--- src/rtl/imm_prefix_pkg.sv ---
package imm_prefix_pkg;
  localparam int unsigned INSTR_W = 16;
  localparam int unsigned DATA_W  = 32;
  localparam int unsigned OPC_W   = 2;
  localparam int unsigned SHORT_W = 8;
  localparam int unsigned EXT_W   = INSTR_W - OPC_W;
  localparam logic [OPC_W-1:0] EXT_OPC = 2'b11;

  typedef enum logic [1:0] {
    WORD_IDLE,
    WORD_PREFIX,
    WORD_CONSUME,
    WORD_FLUSH
  } word_kind_e;
endpackage

--- src/rtl/ipu_field_decode.sv ---
module ipu_field_decode #(
  parameter int unsigned INSTR_W = imm_prefix_pkg::INSTR_W,
  parameter int unsigned OPC_W   = imm_prefix_pkg::OPC_W,
  parameter int unsigned SHORT_W = imm_prefix_pkg::SHORT_W,
  parameter logic [OPC_W-1:0] EXT_OPC = imm_prefix_pkg::EXT_OPC,
  localparam int unsigned EXT_W  = INSTR_W - OPC_W
) (
  input  logic                 valid_i,
  input  logic                 flush_i,
  input  logic [INSTR_W-1:0]   instr_i,
  output imm_prefix_pkg::word_kind_e kind_o,
  output logic [EXT_W-1:0]     ext_bits_o,
  output logic [SHORT_W-1:0]   short_imm_o
);
  import imm_prefix_pkg::*;

  logic opc_match;

  assign opc_match   = (instr_i[INSTR_W-1 -: OPC_W] == EXT_OPC);
  assign ext_bits_o  = instr_i[EXT_W-1:0];
  assign short_imm_o = instr_i[SHORT_W-1:0];

  // flush overrides every other classification
  always_comb begin
    if (flush_i)       kind_o = WORD_FLUSH;
    else if (!valid_i) kind_o = WORD_IDLE;
    else if (opc_match) kind_o = WORD_PREFIX;
    else               kind_o = WORD_CONSUME;
  end
endmodule

--- src/rtl/ipu_ext_reg.sv ---
module ipu_ext_reg #(
  parameter int unsigned EXT_W  = imm_prefix_pkg::EXT_W,
  parameter int unsigned DATA_W = imm_prefix_pkg::DATA_W
) (
  input  logic                       clk_i,
  input  logic                       rst_ni,
  input  imm_prefix_pkg::word_kind_e kind_i,
  input  logic [EXT_W-1:0]           bits_i,
  output logic [DATA_W-1:0]          ext_q_o,
  output logic                       pend_q_o
);
  import imm_prefix_pkg::*;

  logic [DATA_W-1:0] ext_q, ext_chain;
  logic              pend_q;

  generate
    if (DATA_W > EXT_W) begin : g_chain
      assign ext_chain = {ext_q[DATA_W-EXT_W-1:0], bits_i};
    end else begin : g_trunc
      assign ext_chain = bits_i[DATA_W-1:0];
    end
  endgenerate

  always_ff @(posedge clk_i or negedge rst_ni) begin
    if (!rst_ni) begin
      ext_q  <= '0;
      pend_q <= 1'b0;
    end else begin
      unique case (kind_i)
        WORD_FLUSH, WORD_CONSUME: begin
          ext_q  <= '0;
          pend_q <= 1'b0;
        end
        WORD_PREFIX: begin
          ext_q  <= ext_chain;
          pend_q <= 1'b1;
        end
        default: ;
      endcase
    end
  end

  assign ext_q_o  = ext_q;
  assign pend_q_o = pend_q;

  assert_hold_idle_R7: assert property (@(posedge clk_i) disable iff (!rst_ni)
    kind_i == WORD_IDLE |=> $stable(ext_q) && $stable(pend_q));
  assert_flush_clears_R8: assert property (@(posedge clk_i) disable iff (!rst_ni)
    kind_i == WORD_FLUSH |=> !pend_q && ext_q == '0);
  assert_prefix_pends_R4: assert property (@(posedge clk_i) disable iff (!rst_ni)
    kind_i == WORD_PREFIX |=> pend_q);
  assert_consume_clears_R6: assert property (@(posedge clk_i) disable iff (!rst_ni)
    kind_i == WORD_CONSUME |=> !pend_q && ext_q == '0);
endmodule

--- src/rtl/ipu_imm_merge.sv ---
module ipu_imm_merge #(
  parameter int unsigned DATA_W  = imm_prefix_pkg::DATA_W,
  parameter int unsigned SHORT_W = imm_prefix_pkg::SHORT_W
) (
  input  imm_prefix_pkg::word_kind_e kind_i,
  input  logic                       pend_i,
  input  logic [DATA_W-1:0]          ext_i,
  input  logic [SHORT_W-1:0]         short_i,
  output logic [DATA_W-1:0]          imm_o,
  output logic                       imm_ext_o
);
  import imm_prefix_pkg::*;

  logic [DATA_W-1:0] sext_val, merge_val;

  assign sext_val  = {{(DATA_W-SHORT_W){short_i[SHORT_W-1]}}, short_i};
  assign merge_val = (ext_i << SHORT_W) | {{(DATA_W-SHORT_W){1'b0}}, short_i};

  always_comb begin
    imm_o     = '0;
    imm_ext_o = 1'b0;
    if (kind_i == WORD_CONSUME) begin
      imm_ext_o = pend_i;
      imm_o     = pend_i ? merge_val : sext_val;
    end
  end
endmodule

--- src/rtl/imm_prefix_unit.sv ---
module imm_prefix_unit #(
  parameter int unsigned INSTR_W = imm_prefix_pkg::INSTR_W,
  parameter int unsigned DATA_W  = imm_prefix_pkg::DATA_W,
  parameter int unsigned OPC_W   = imm_prefix_pkg::OPC_W,
  parameter int unsigned SHORT_W = imm_prefix_pkg::SHORT_W,
  localparam int unsigned EXT_W  = INSTR_W - OPC_W
) (
  input  logic               clk_i,
  input  logic               rst_ni,
  input  logic               flush_i,
  input  logic               instr_valid_i,
  input  logic [INSTR_W-1:0] instr_i,
  output logic [DATA_W-1:0]  imm_o,
  output logic               imm_ext_o,
  output logic               prefix_o
);
  import imm_prefix_pkg::*;

  word_kind_e         kind;
  logic [EXT_W-1:0]   ext_bits;
  logic [SHORT_W-1:0] short_imm;
  logic [DATA_W-1:0]  ext_q;
  logic               pend_q;

  ipu_field_decode #(
    .INSTR_W(INSTR_W), .OPC_W(OPC_W), .SHORT_W(SHORT_W), .EXT_OPC(EXT_OPC)
  ) u_decode (
    .valid_i    (instr_valid_i),
    .flush_i    (flush_i),
    .instr_i    (instr_i),
    .kind_o     (kind),
    .ext_bits_o (ext_bits),
    .short_imm_o(short_imm)
  );

  ipu_ext_reg #(.EXT_W(EXT_W), .DATA_W(DATA_W)) u_ext_reg (
    .clk_i   (clk_i),
    .rst_ni  (rst_ni),
    .kind_i  (kind),
    .bits_i  (ext_bits),
    .ext_q_o (ext_q),
    .pend_q_o(pend_q)
  );

  ipu_imm_merge #(.DATA_W(DATA_W), .SHORT_W(SHORT_W)) u_merge (
    .kind_i   (kind),
    .pend_i   (pend_q),
    .ext_i    (ext_q),
    .short_i  (short_imm),
    .imm_o    (imm_o),
    .imm_ext_o(imm_ext_o)
  );

  assign prefix_o = (kind == WORD_PREFIX);

  assert_prefix_quiet_R2: assert property (@(posedge clk_i) disable iff (!rst_ni)
    prefix_o |-> imm_o == '0 && !imm_ext_o);
  assert_flush_quiet_R8: assert property (@(posedge clk_i) disable iff (!rst_ni)
    flush_i |-> imm_o == '0 && !imm_ext_o && !prefix_o);
  assert_idle_quiet_R7: assert property (@(posedge clk_i) disable iff (!rst_ni)
    !instr_valid_i |-> imm_o == '0 && !imm_ext_o && !prefix_o);
  assert_plain_sext_R3: assert property (@(posedge clk_i) disable iff (!rst_ni)
    (instr_valid_i && !flush_i && !prefix_o && !pend_q) |->
      ($countones(imm_o[DATA_W-1:SHORT_W-1]) == 0 ||
       $countones(imm_o[DATA_W-1:SHORT_W-1]) == DATA_W-SHORT_W+1));
  assert_ext_follows_pend_R4: assert property (@(posedge clk_i) disable iff (!rst_ni)
    imm_ext_o |-> pend_q && instr_valid_i && !flush_i);
endmodule

--- config.mk ---
export PLATFORM = sky130hd
export DESIGN_NAME = imm_prefix_unit
export DESIGN_NICKNAME = d
export VERILOG_FILES = /design/src/rtl/imm_prefix_pkg.sv /design/src/rtl/ipu_field_decode.sv /design/src/rtl/ipu_ext_reg.sv /design/src/rtl/ipu_imm_merge.sv /design/src/rtl/imm_prefix_unit.sv
export SDC_FILE = /design/constraint.sdc
export NUM_CORES = 1
export LEC_CHECK = 0
export BUFFER_PORTS_ARGS = -buffer_cell sky130_fd_sc_hd__buf_2
export CAP_MARGIN = 15
export CORE_MARGIN = 1
export CORE_UTILIZATION = 30
export CTS_BUF_LIST = sky130_fd_sc_hd__clkbuf_8
export CTS_CLUSTER_SIZE = 10
export DETAILED_ROUTE_END_ITERATION = 10
export GPL_ROUTABILITY_DRIVEN = 0
export PLACE_DENSITY = 0.56
export SYNTH_ARGS = -nofsm -noshare
export SYNTH_HDL_FRONTEND = slang
export SYNTH_SLANG_ARGS = --single-unit
--- constraint.sdc ---
create_clock -name clk_i -period 1.3 [get_ports clk_i]
set_clock_uncertainty 0.05 [all_clocks]
set_input_delay 0.13 -clock clk_i [delete_from_list [all_inputs] [get_ports clk_i]]
set_output_delay 0.13 -clock clk_i [all_outputs]
set_load 0.02 [all_outputs]
==> summary.txt, run 1 <==
Die
  – Die Ht: 71.9 um
  – Top Ports: 54
  – Die extent in x: approximately 72 um
  – Initial standard-cell utilization of the core: 0.311
  – Core Area: 4720 sq um
  – Full die area: ~5200 sq um
  – FP Rows: 25

CTS
  – Clock-pin transition on the worst setup and hold timing paths: 90 ps
  – Cell at the root of the clock tree: sky130_fd_sc_hd__clkbuf_8
  – Maximum level of the CTS H-tree: 1
  – Clk sinks: 25
  – Clock tree from TritonCTS: done
  – Maximum count of clock buffers along a single path: 2
  – Later-pin clock latency in the skew report: 260 ps
  – Number of buffers created by CTS: 3

Timing
  – Final Critical Period: roughly 1600 ps
  – Final slew viol count: 0
  – Slack of the critical path: -304 ps
  – Setup repair after global routing missed its margin: true
  – Fin crit share: 1.23
  – Max Clock Freq: slightly above 600 MHz
  – Actual slew at the worst max-slew pin: about 550 ps
  – Hold slack final: between 30 and 40 ps
  – Final setup violation count: 25
  – Fin. Hold Viols: 0
  – Worst-case headroom to the max-slew limit: 0.636

Global routing
  – Wire length of the first global-routing pass: ~5600 um
  – Vias in the first global route: around 1200
  – Maximum number of pins on one net before global-route repair: 27
  – All-Layer GR Usage: 0.137
  – Total congestion overflow: 0
  – Antenna violations before repair: 0

Critical path
  – Internal reg-to-reg setup slack: about 420 ps
  – Worst setup path startpoint: u_ext_reg.pend_q_o
  – Crit-path most repeated cell: sky130_fd_sc_hd__buf_4
  – Worst setup path end: imm_o[29]
  – Setup crit end kind: output pin
  – Critical path class: reg2out
  – CP max FO: 4
  – Worst path arrival time: 1420 ps
  – Required time worst endpoint: 1120 ps
  – Cells on worst reg2reg path: 2
  – Total number of cells along the worst setup path: 4
  – Cell family with most CP delay: flip-flops
  – Endpoint of the lowest-slack register-to-register path: u_ext_reg.pend_q_o
  – Count of buffering cells on the critical path with inverters included: 2
  – Slowest cell delay on critical path: between 400 and 500 ps
  – Critical-path cell list: nand2b_4, buf_4, a211oi_2, buf_4
  – Startpoint kind of the worst setup timing path: flop
  – Reg2Reg Launch Point: u_ext_reg.pend_q_o
  – Slowest cell on the critical path: sky130_fd_sc_hd__dfrtp_1

Yosys
  – Cell taking the most area after synthesis: sky130_fd_sc_hd__dfrtp_1
  – Mean cell area of the mapped netlist: around 11 sq um
  – Number of warnings issued by yosys: 0
  – Synth Area in Adders: 0
  – Synthesized-area fraction occupied by xor and xnor cells: 0
  – Sequential element share of the synthesized area: 0.426
  – Netlist area before placement: between 1000 and 1500 sq um
  – Combinational family with the most area after synthesis: compound AO/OA/AOI/OAI gates
  – Complex-gate fraction of the synthesized area: 0.343
  – Net Count, Synth: 151
  – Share of synthesized cell area in and, or, nand and nor gates: 0.135
  – Portion of netlist area occupied by mux cells: 0
  – Post-Syn Instances: ~130
  – Fraction of synthesized cell area taken by the top area cell type: 0.426
  – Cells taking the most area after synthesis: sky130_fd_sc_hd__dfrtp_1 43%, sky130_fd_sc_hd__a211oi_2 18%, sky130_fd_sc_hd__a22o_1 14%, sky130_fd_sc_hd__nand2_1 6.1%, sky130_fd_sc_hd__buf_6 5.4%
  – Netlist cell types: 16
  – Yosys reg bits: 25

Run status
  – Status: finished, violations left
  – Violated checks: negative setup slack

Detailed routing
  – Final wirelength: around 3500 um
  – Count of nets left with antenna violations after detail routing: 0
  – Initial drt markers: 40
  – # DRC: 0
  – Via total after detailed routing: between 1000 and 1500
  – Wire per inst: 14.2 um
  – First drt pass iteration count: 4
  – Number of vias per cell after detailed routing: 4.98

Finish
  – Area growth from synthesis to final layout: 52.1%
  – Proportion of layout cells with a drive suffix above 1: 0.555
  – Count of nets after finishing: ~200
  – Commonest non-fill, non-tap cell in the layout: sky130_fd_sc_hd__buf_2
  – Final Core Density: 0.473
  – Commonest non-fill, non-tap cells in the layout: 27 x sky130_fd_sc_hd__buf_2, 25 x sky130_fd_sc_hd__dfrtp_1, 24 x sky130_fd_sc_hd__nand2_1, 24 x sky130_fd_sc_hd__a22o_1, 21 x sky130_fd_sc_hd__buf_6
  – Antenna cell count: 0

Worst hold path
  – Path type of the worst min-delay path: in2reg
  – Source of the worst hold timing path: instr_i[12]

Place
  – Post-DP HPWL: ~2600 um
  – I/O Buffers: between 50 and 60

Power
  – PD cells: 755 nW/um^2
  – Leakage: about 0.90 nW
  – Peak supply drop: ~0.38 mV

Flow run
  – Max-Cap Viols: 0
## synth_stat cells, drive strengths merged
library cell	instances
a22o	24
dfrtp	25
nand2b	2
nand2	24
nor3b	9
nor2	1
clkbuf	2
and4b	1
a211oi	24
a21o	1
buf	17
and2	1
## final cells by class
| class | count | area [sq um] |
|---|---|---|
| multi-input combinational | 87 | 892 |
| clock inverter | 1 | 5.00 |
| fill | 432 | 2490 |
| timing repair buffer | 66 | 584 |
| sequential | 25 | 626 |
| clock buffer | 3 | 41.3 |
| tap | 67 | 83.8 |
## worst min path at each step
stage,endpoint,slack [ps],cells after the start
floorplan,u_ext_reg.ext_q_o[0],-220,0
global placement,u_ext_reg.ext_q_o[7],90,1
detailed placement,u_ext_reg.ext_q_o[21],100,1
CTS,u_ext_reg.ext_q_o[12],30,2
global route,u_ext_reg.ext_q_o[12],30,2
finish,u_ext_reg.ext_q_o[12],40,2
## power breakdown
| group | total (mW) | switching, mW | internal (mW) |
|---|---|---|---|
| Clock | 0.447 | 0.233 | 0.214 |
| Sequential | 0.799 | 0.00963 | 0.789 |
| Combinational | 0.438 | 0.250 | 0.188 |
## stage by stage
step | total power, mW | instances | TNS (ps) | instance area (sq um) | setup WS, ps
after floorplan | 1.07 | 131 | -2300 | 1620 | -151
after global placement | 1.20 | 243 | 0 | 1990 | 6.37
after detailed placement | 1.21 | 243 | -173 | 1990 | -60.5
after CTS | 1.70 | 249 | -6530 | 2210 | -292
after global routing | 1.75 | 249 | -7700 | 2230 | -334
final | 1.68 | 249 | -6180 | 2230 | -304
## cells by family (layout without fill, tap and decap cells)
kind of cell | after synthesis | in the layout
compound gates | 49 | 49
buf+inv | 19 | 70
flops | 25 | 25
simple gates | 38 | 38
## per-layer routing
| metal | track usage | up-vias | part of all wire |
|---|---|---|---|
| li1 | - | 566 | - |
| met1 | 0.175 | 628 | 0.43 |
| met2 | 0.233 | 37 | 0.52 |
| met3 | 0.0167 | 8 | 0.023 |
| met4 | 0.0675 | 0 | 0.028 |
| met5 | 0 | - | 0 |
## flip-flops by register name, indices dropped and copies added (netlist names)
| name | cells |
|---|---|
| u_ext_reg.ext_q_o | 24 |
| u_ext_reg.pend_q_o | 1 |
## timing repair
| item | in CTS | in global routing |
|---|---|---|
| hold buffers | 1 | 0 |
| cloned | 0 | 0 |
| buffers inserted | 1 | 0 |
| resized for setup | 49 | 4 |
| setup endpoints to repair | 25 | 28 |
| pin swaps | 0 | 0 |
| hold endpoints to repair | 25 | 0 |
No activity file was read; power rests on OpenSTA's default activity.
==> run 2: changes to the inputs <==
--- a/config.mk
+++ b/config.mk
@@ -13,6 +13,7 @@
 export CTS_CLUSTER_SIZE = 10
 export DETAILED_ROUTE_END_ITERATION = 10
 export GPL_ROUTABILITY_DRIVEN = 0
+export GPL_TIMING_DRIVEN = 0
 export PLACE_DENSITY = 0.56
 export SYNTH_ARGS = -nofsm -noshare
 export SYNTH_HDL_FRONTEND = slang
==> summary.txt, run 2 (synthesized netlist as in run 1, its figures left out) <==
Run status
  – Status: finished, violations left
  – Violated checks: negative setup slack

Die
  – Initial standard-cell utilization of the core: 0.311
  – FP Rows: 25
  – Core Area: 4720 sq um
  – Die extent in x: a little over 70 um
  – Full die area: about 5200 sq um
  – Die Ht: 71.9 um
  – Top Ports: 54

Place
  – Placed insts: 251
  – I/O Buffers: 53
  – Post-DP HPWL: 2850 um
  – Placement-stage worst setup slack: -219 ps

Worst hold path
  – Path type of the worst min-delay path: in2reg
  – Hold depth: 2

Flow run
  – Max-Cap Viols: 0

Finish
  – Area growth from synthesis to final layout: 56.7%
  – Non-filler instance count after layout: approximately 260
  – Flip-flop count of the largest register, all copies and words added: 24
  – Count of nets after finishing: ~210
  – FF+latch area: about 630 sq um
  – Fillers: around 430
  – Antenna cell count: 0
  – Commonest non-fill, non-tap cells in the layout: 32 x sky130_fd_sc_hd__buf_2, 27 x sky130_fd_sc_hd__buf_6, 25 x sky130_fd_sc_hd__dfrtp_1, 24 x sky130_fd_sc_hd__nand2_1, 24 x sky130_fd_sc_hd__a22o_1
  – Commonest non-fill, non-tap cell in the layout: sky130_fd_sc_hd__buf_2
  – Combined area of the multi-input logic cells: between 800 and 900 sq um
  – Proportion of layout cells with a drive suffix above 1: 0.563

CTS
  – Cell at the root of the clock tree: sky130_fd_sc_hd__clkbuf_8
  – Clock tree from TritonCTS: done
  – Later-pin clock latency in the skew report: 260 ps
  – Maximum level of the CTS H-tree: 1
  – Maximum count of clock buffers along a single path: 2
  – Clk sinks: 25
  – Number of buffers created by CTS: 3
  – Clock-pin transition on the worst setup and hold timing paths: 80 ps

Detailed routing
  – Wire per inst: between 15 and 20 um
  – Via total after detailed routing: between 1000 and 1500
  – # DRC: 0
  – Count of nets left with antenna violations after detail routing: 0
  – Initial drt markers: slightly below 60
  – Number of vias per cell after detailed routing: around 5
  – First drt pass iteration count: 4
  – Final wirelength: 4100 um

Global routing
  – All-Layer GR Usage: 0.166
  – Vias in the first global route: between 1000 and 1500
  – Antenna violations before repair: 0
  – Maximum number of pins on one net before global-route repair: 26
  – Total congestion overflow: 0
  – Wire length of the first global-routing pass: between 6000 and 7000 um

Critical path
  – Count of buffering cells on the critical path with inverters included: 2
  – Slowest cell delay on critical path: between 400 and 500 ps
  – Slowest cell on the critical path: sky130_fd_sc_hd__dfrtp_1
  – Startpoint kind of the worst setup timing path: flop
  – Setup crit end kind: output pin
  – Required time worst endpoint: approximately 1100 ps
  – Total number of cells along the worst setup path: 4
  – CP max FO: 6
  – Critical-path cell list: nand2b_4, buf_4, a211oi_2, buf_4
  – Cell family with most CP delay: flip-flops
  – Worst path arrival time: around 1500 ps
  – Critical path class: reg2out
  – Crit-path most repeated cell: sky130_fd_sc_hd__buf_4
  – Cells on worst reg2reg path: 3

Power
  – PD cells: 750 nW/um^2
  – Peak supply drop: 0.357 mV
  – Leakage: around 0.95 nW

Timing
  – Final Critical Period: roughly 1700 ps
  – Actual slew at the worst max-slew pin: about 560 ps
  – Slack of the critical path: -408 ps
  – Final setup violation count: 25
  – Fin. Hold Viols: 0
  – Final slew viol count: 0
  – Fin crit share: 1.31
  – Max Clock Freq: 585 MHz
  – Hold slack final: approximately 35 ps
  – Setup repair after global routing missed its margin: true
  – Worst-case headroom to the max-slew limit: 0.625
## run 2: cell count changes in the layout (fill, tap and decap cells not counted)
cell,delta
sky130_fd_sc_hd__buf_2,+5
sky130_fd_sc_hd__buf_12,-4
sky130_fd_sc_hd__clkbuf_16,+1
sky130_fd_sc_hd__buf_6,+6
sky130_fd_sc_hd__nor3b_1,+2
sky130_fd_sc_hd__nor3b_2,-2
sky130_fd_sc_hd__nor2_1,+1
sky130_fd_sc_hd__buf_16,+1
sky130_fd_sc_hd__nor2_2,-1
sky130_fd_sc_hd__buf_8,+1
## run 2: final timing paths
check	from	end	slack (ps)
setup / recovery	u_ext_reg.pend_q_o	imm_o[29]	-410
min in group asynchronous	rst_ni	u_ext_reg.ext_q_o[7]	330
hold / removal	instr_i[12]	u_ext_reg.ext_q_o[12]	30
hold reg to reg	u_ext_reg.ext_q_o[21]	u_ext_reg.ext_q_o[21]	450
setup reg to reg	u_ext_reg.pend_q_o	u_ext_reg.pend_q_o	310
max in group asynchronous	rst_ni	u_ext_reg.ext_q_o[19]	500
## run 2: where the power goes
group	total [mW]	switching [mW]	internal [mW]
clock	0.456	0.242	0.214
sequential	0.799	0.00946	0.789
combinational	0.470	0.265	0.205
## run 2: final cells by class
| cell class | instances | area share |
|---|---|---|
| plain buffers | 15 | 0.0686 |
| clock buffers | 3 | 0.0180 |
| clock inverters | 1 | 0.00218 |
| multi-input cells | 87 | 0.382 |
| flip-flops and latches | 25 | 0.272 |
| well taps | 67 | 0.0365 |
| repair buffers | 61 | 0.220 |
## run 2: stage by stage
step | utilization | total power [mW] | setup TNS [ps] | instance area (sq um)
floorplan | - | 1.07 | -2300 | 1620
global placement | 0.417 | 1.19 | -4120 | 1970
finish | 0.487 | 1.72 | -8470 | 2300
detailed placement | 0.417 | 1.20 | -4980 | 1970
global route | 0.487 | 1.79 | -9320 | 2300
CTS | 0.469 | 1.71 | -9830 | 2220
## run 2: per-layer routing
layer	GRT usage	vias to the layer above	part of all wire
li1	-	589	-
met2	0.276	35	0.52
met1	0.222	651	0.44
met3	0.0139	4	0.025
met4	0.0741	0	0.011
met5	0	-	0
## run 2: what timing repair did
action | in CTS | in global routing
setup buffers | 3 | 2
gates resized for setup | 51 | 15
endpoints found under the setup margin | 33 | 31
hold buffers | 1 | 0
cloned | 1 | 1
pin swaps | 2 | 3
endpoints found under the hold margin | 25 | 0
==> run 3: changes to the inputs <==
--- a/config.mk
+++ b/config.mk
@@ -7,6 +7,8 @@
 export LEC_CHECK = 0
 export BUFFER_PORTS_ARGS = -buffer_cell sky130_fd_sc_hd__buf_2
 export CAP_MARGIN = 15
+export CELL_PAD_IN_SITES_DETAIL_PLACEMENT = 1
+export CELL_PAD_IN_SITES_GLOBAL_PLACEMENT = 1
 export CORE_MARGIN = 1
 export CORE_UTILIZATION = 30
 export CTS_BUF_LIST = sky130_fd_sc_hd__clkbuf_8
@@ -14,7 +16,7 @@
 export DETAILED_ROUTE_END_ITERATION = 10
 export GPL_ROUTABILITY_DRIVEN = 0
 export GPL_TIMING_DRIVEN = 0
-export PLACE_DENSITY = 0.56
+export PLACE_DENSITY = 0.69
 export SYNTH_ARGS = -nofsm -noshare
 export SYNTH_HDL_FRONTEND = slang
 export SYNTH_SLANG_ARGS = --single-unit
==> summary.txt, run 3 (synthesized netlist as in run 1, its figures left out) <==
Power
  – Peak supply drop: approximately 0.37 mV
  – PD cells: approximately 760 nW/um^2
  – Leakage: 0.960 nW

Timing
  – Max Clock Freq: about 600 MHz
  – Final slew viol count: 0
  – Actual slew at the worst max-slew pin: between 500 and 600 ps
  – Fin crit share: 1.31
  – Final setup violation count: 25
  – Final Critical Period: approximately 1700 ps
  – Worst-case headroom to the max-slew limit: 0.626
  – Slack of the critical path: -400 ps
  – Setup repair after global routing missed its margin: true
  – Fin. Hold Viols: 0

Critical path
  – Cells on worst reg2reg path: 4
  – Internal reg-to-reg setup slack: between 100 and 150 ps
  – Required time worst endpoint: about 1100 ps
  – Endpoint of the lowest-slack register-to-register path: u_ext_reg.pend_q_o
  – Setup crit end kind: output pin
  – Slowest cell on the critical path: sky130_fd_sc_hd__dfrtp_2
  – Critical-path cell list: nand2b_4, buf_16, a211oi_4, buf_6
  – Reg2Reg Launch Point: u_ext_reg.pend_q_o
  – Count of buffering cells on the critical path with inverters included: 2
  – Cell family with most CP delay: flip-flops
  – Startpoint kind of the worst setup timing path: flop
  – CP max FO: 5
  – Slowest cell delay on critical path: 450 ps
  – Critical path class: reg2out
  – Worst path arrival time: 1520 ps

CTS
  – Cell at the root of the clock tree: sky130_fd_sc_hd__clkbuf_8
  – Number of buffers created by CTS: 3
  – Later-pin clock latency in the skew report: around 280 ps
  – Maximum level of the CTS H-tree: 1
  – Clock tree from TritonCTS: done
  – Clock-pin transition on the worst setup and hold timing paths: approximately 90 ps
  – Clk sinks: 25
  – Maximum count of clock buffers along a single path: 2

Die
  – FP Rows: 25
  – Die Ht: between 70 and 80 um
  – Core Area: approximately 4700 sq um
  – Initial standard-cell utilization of the core: 0.311
  – Top Ports: 54
  – Die extent in x: a little over 70 um
  – Full die area: 5180 sq um

Finish
  – Fillers: slightly above 500
  – FF+latch area: between 600 and 700 sq um
  – Count of nets after finishing: approximately 210
  – Flip-flop count of the largest register, all copies and words added: 24
  – Commonest non-fill, non-tap cells in the layout: 33 x sky130_fd_sc_hd__buf_2, 26 x sky130_fd_sc_hd__buf_6, 24 x sky130_fd_sc_hd__nand2_1, 24 x sky130_fd_sc_hd__a22o_1, 24 x sky130_fd_sc_hd__dfrtp_1
  – Commonest non-fill, non-tap cell in the layout: sky130_fd_sc_hd__buf_2
  – Finished Cell Area: 2310 sq um
  – Combined area of the multi-input logic cells: 893 sq um
  – Antenna cell count: 0
  – Proportion of layout cells with a drive suffix above 1: 0.573
  – Area growth from synthesis to final layout: 57.3%
  – Final Core Density: 0.489

Global routing
  – Wire length of the first global-routing pass: between 7000 and 8000 um
  – Maximum number of pins on one net before global-route repair: 26
  – Vias in the first global route: ~1400
  – Antenna violations before repair: 0
  – All-Layer GR Usage: 0.190
  – Total congestion overflow: 0

Detailed routing
  – Wire per inst: about 18 um
  – Final wirelength: around 4700 um
  – Initial drt markers: 84
  – Count of nets left with antenna violations after detail routing: 0
  – Number of vias per cell after detailed routing: ~5
  – First drt pass iteration count: 7
  – Via total after detailed routing: roughly 1300
  – # DRC: 1

Flow run
  – Max-Cap Viols: 0

Worst hold path
  – Hold depth: 2
  – Path type of the worst min-delay path: in2reg
  – Source of the worst hold timing path: instr_i[10]
  – Terminating pin of the worst hold path: u_ext_reg.ext_q_o[10]

Run status
  – Violated checks: design-rule violations, negative setup slack
  – Status: finished, violations left

Place
  – DP Area: just under 2000 sq um
  – I/O Buffers: 53
  – Post-DP HPWL: about 3200 um
run 3: layout make-up:
type | instances | area share
multi-input combinational | 87 | 0.387
sequential | 25 | 0.272
timing repair buffer | 61 | 0.220
buffer | 15 | 0.0656
tap | 67 | 0.0363
clock buffer | 3 | 0.0179
clock inverter | 1 | 0.00217
run 3: repair_timing:
action,4_1_cts,5_1_grt
endpoints found under the hold margin,25,0
setup buffers,5,0
hold buffers,1,0
pin swaps,2,2
cloned,1,1
resized for setup,55,12
endpoints found under the setup margin,33,33
run 3: how the worst max path moves through the flow:
stage / from / cells after the start / to / slack [ps]
2_1_floorplan: u_ext_reg.pend_q_o / 4 / imm_o[17] / -150
3_3_place_gp: flush_i / 6 / imm_o[15] / -250
3_5_place_dp: flush_i / 6 / imm_o[20] / -290
4_1_cts: u_ext_reg.pend_q_o / 5 / imm_o[12] / -420
5_1_grt: u_ext_reg.pend_q_o / 4 / imm_o[28] / -450
6_report: u_ext_reg.pend_q_o / 4 / imm_o[28] / -400
run 3: through the flow:
stage	setup TNS (ps)	hold WS, ps	cells	total power, mW	setup WS, ps
finish	-9120	27.5	259	1.76	-400
global route	-10400	21.7	259	1.81	-448
CTS	-9740	19.1	259	1.74	-425
detailed placement	-7170	101	251	1.20	-292
global placement	-5670	92.7	251	1.19	-248
floorplan	-2300	-216	131	1.07	-151
run 3: worst reg2reg max path, cell delays in order, from the launching register on:
cell and delay, ps:
sky130_fd_sc_hd__dfrtp_2 450, sky130_fd_sc_hd__buf_4 150, sky130_fd_sc_hd__buf_8 130, sky130_fd_sc_hd__buf_4 130, sky130_fd_sc_hd__a21o_1 140
run 3: where the power goes:
part	switching [mW]	total, mW	internal [mW]
Clock	0.267	0.483	0.215
Combinational	0.270	0.474	0.205
Sequential	0.0113	0.801	0.790
Total	0.548	1.76	1.21
run 3: routing by layer:
layer	vias to the layer above	wire length, um	track usage
met5	-	0	0
met2	34	2430	0.331
met1	671	2040	0.250
met3	4	142	0.0181
li1	587	-	-
met4	0	52	0.0588
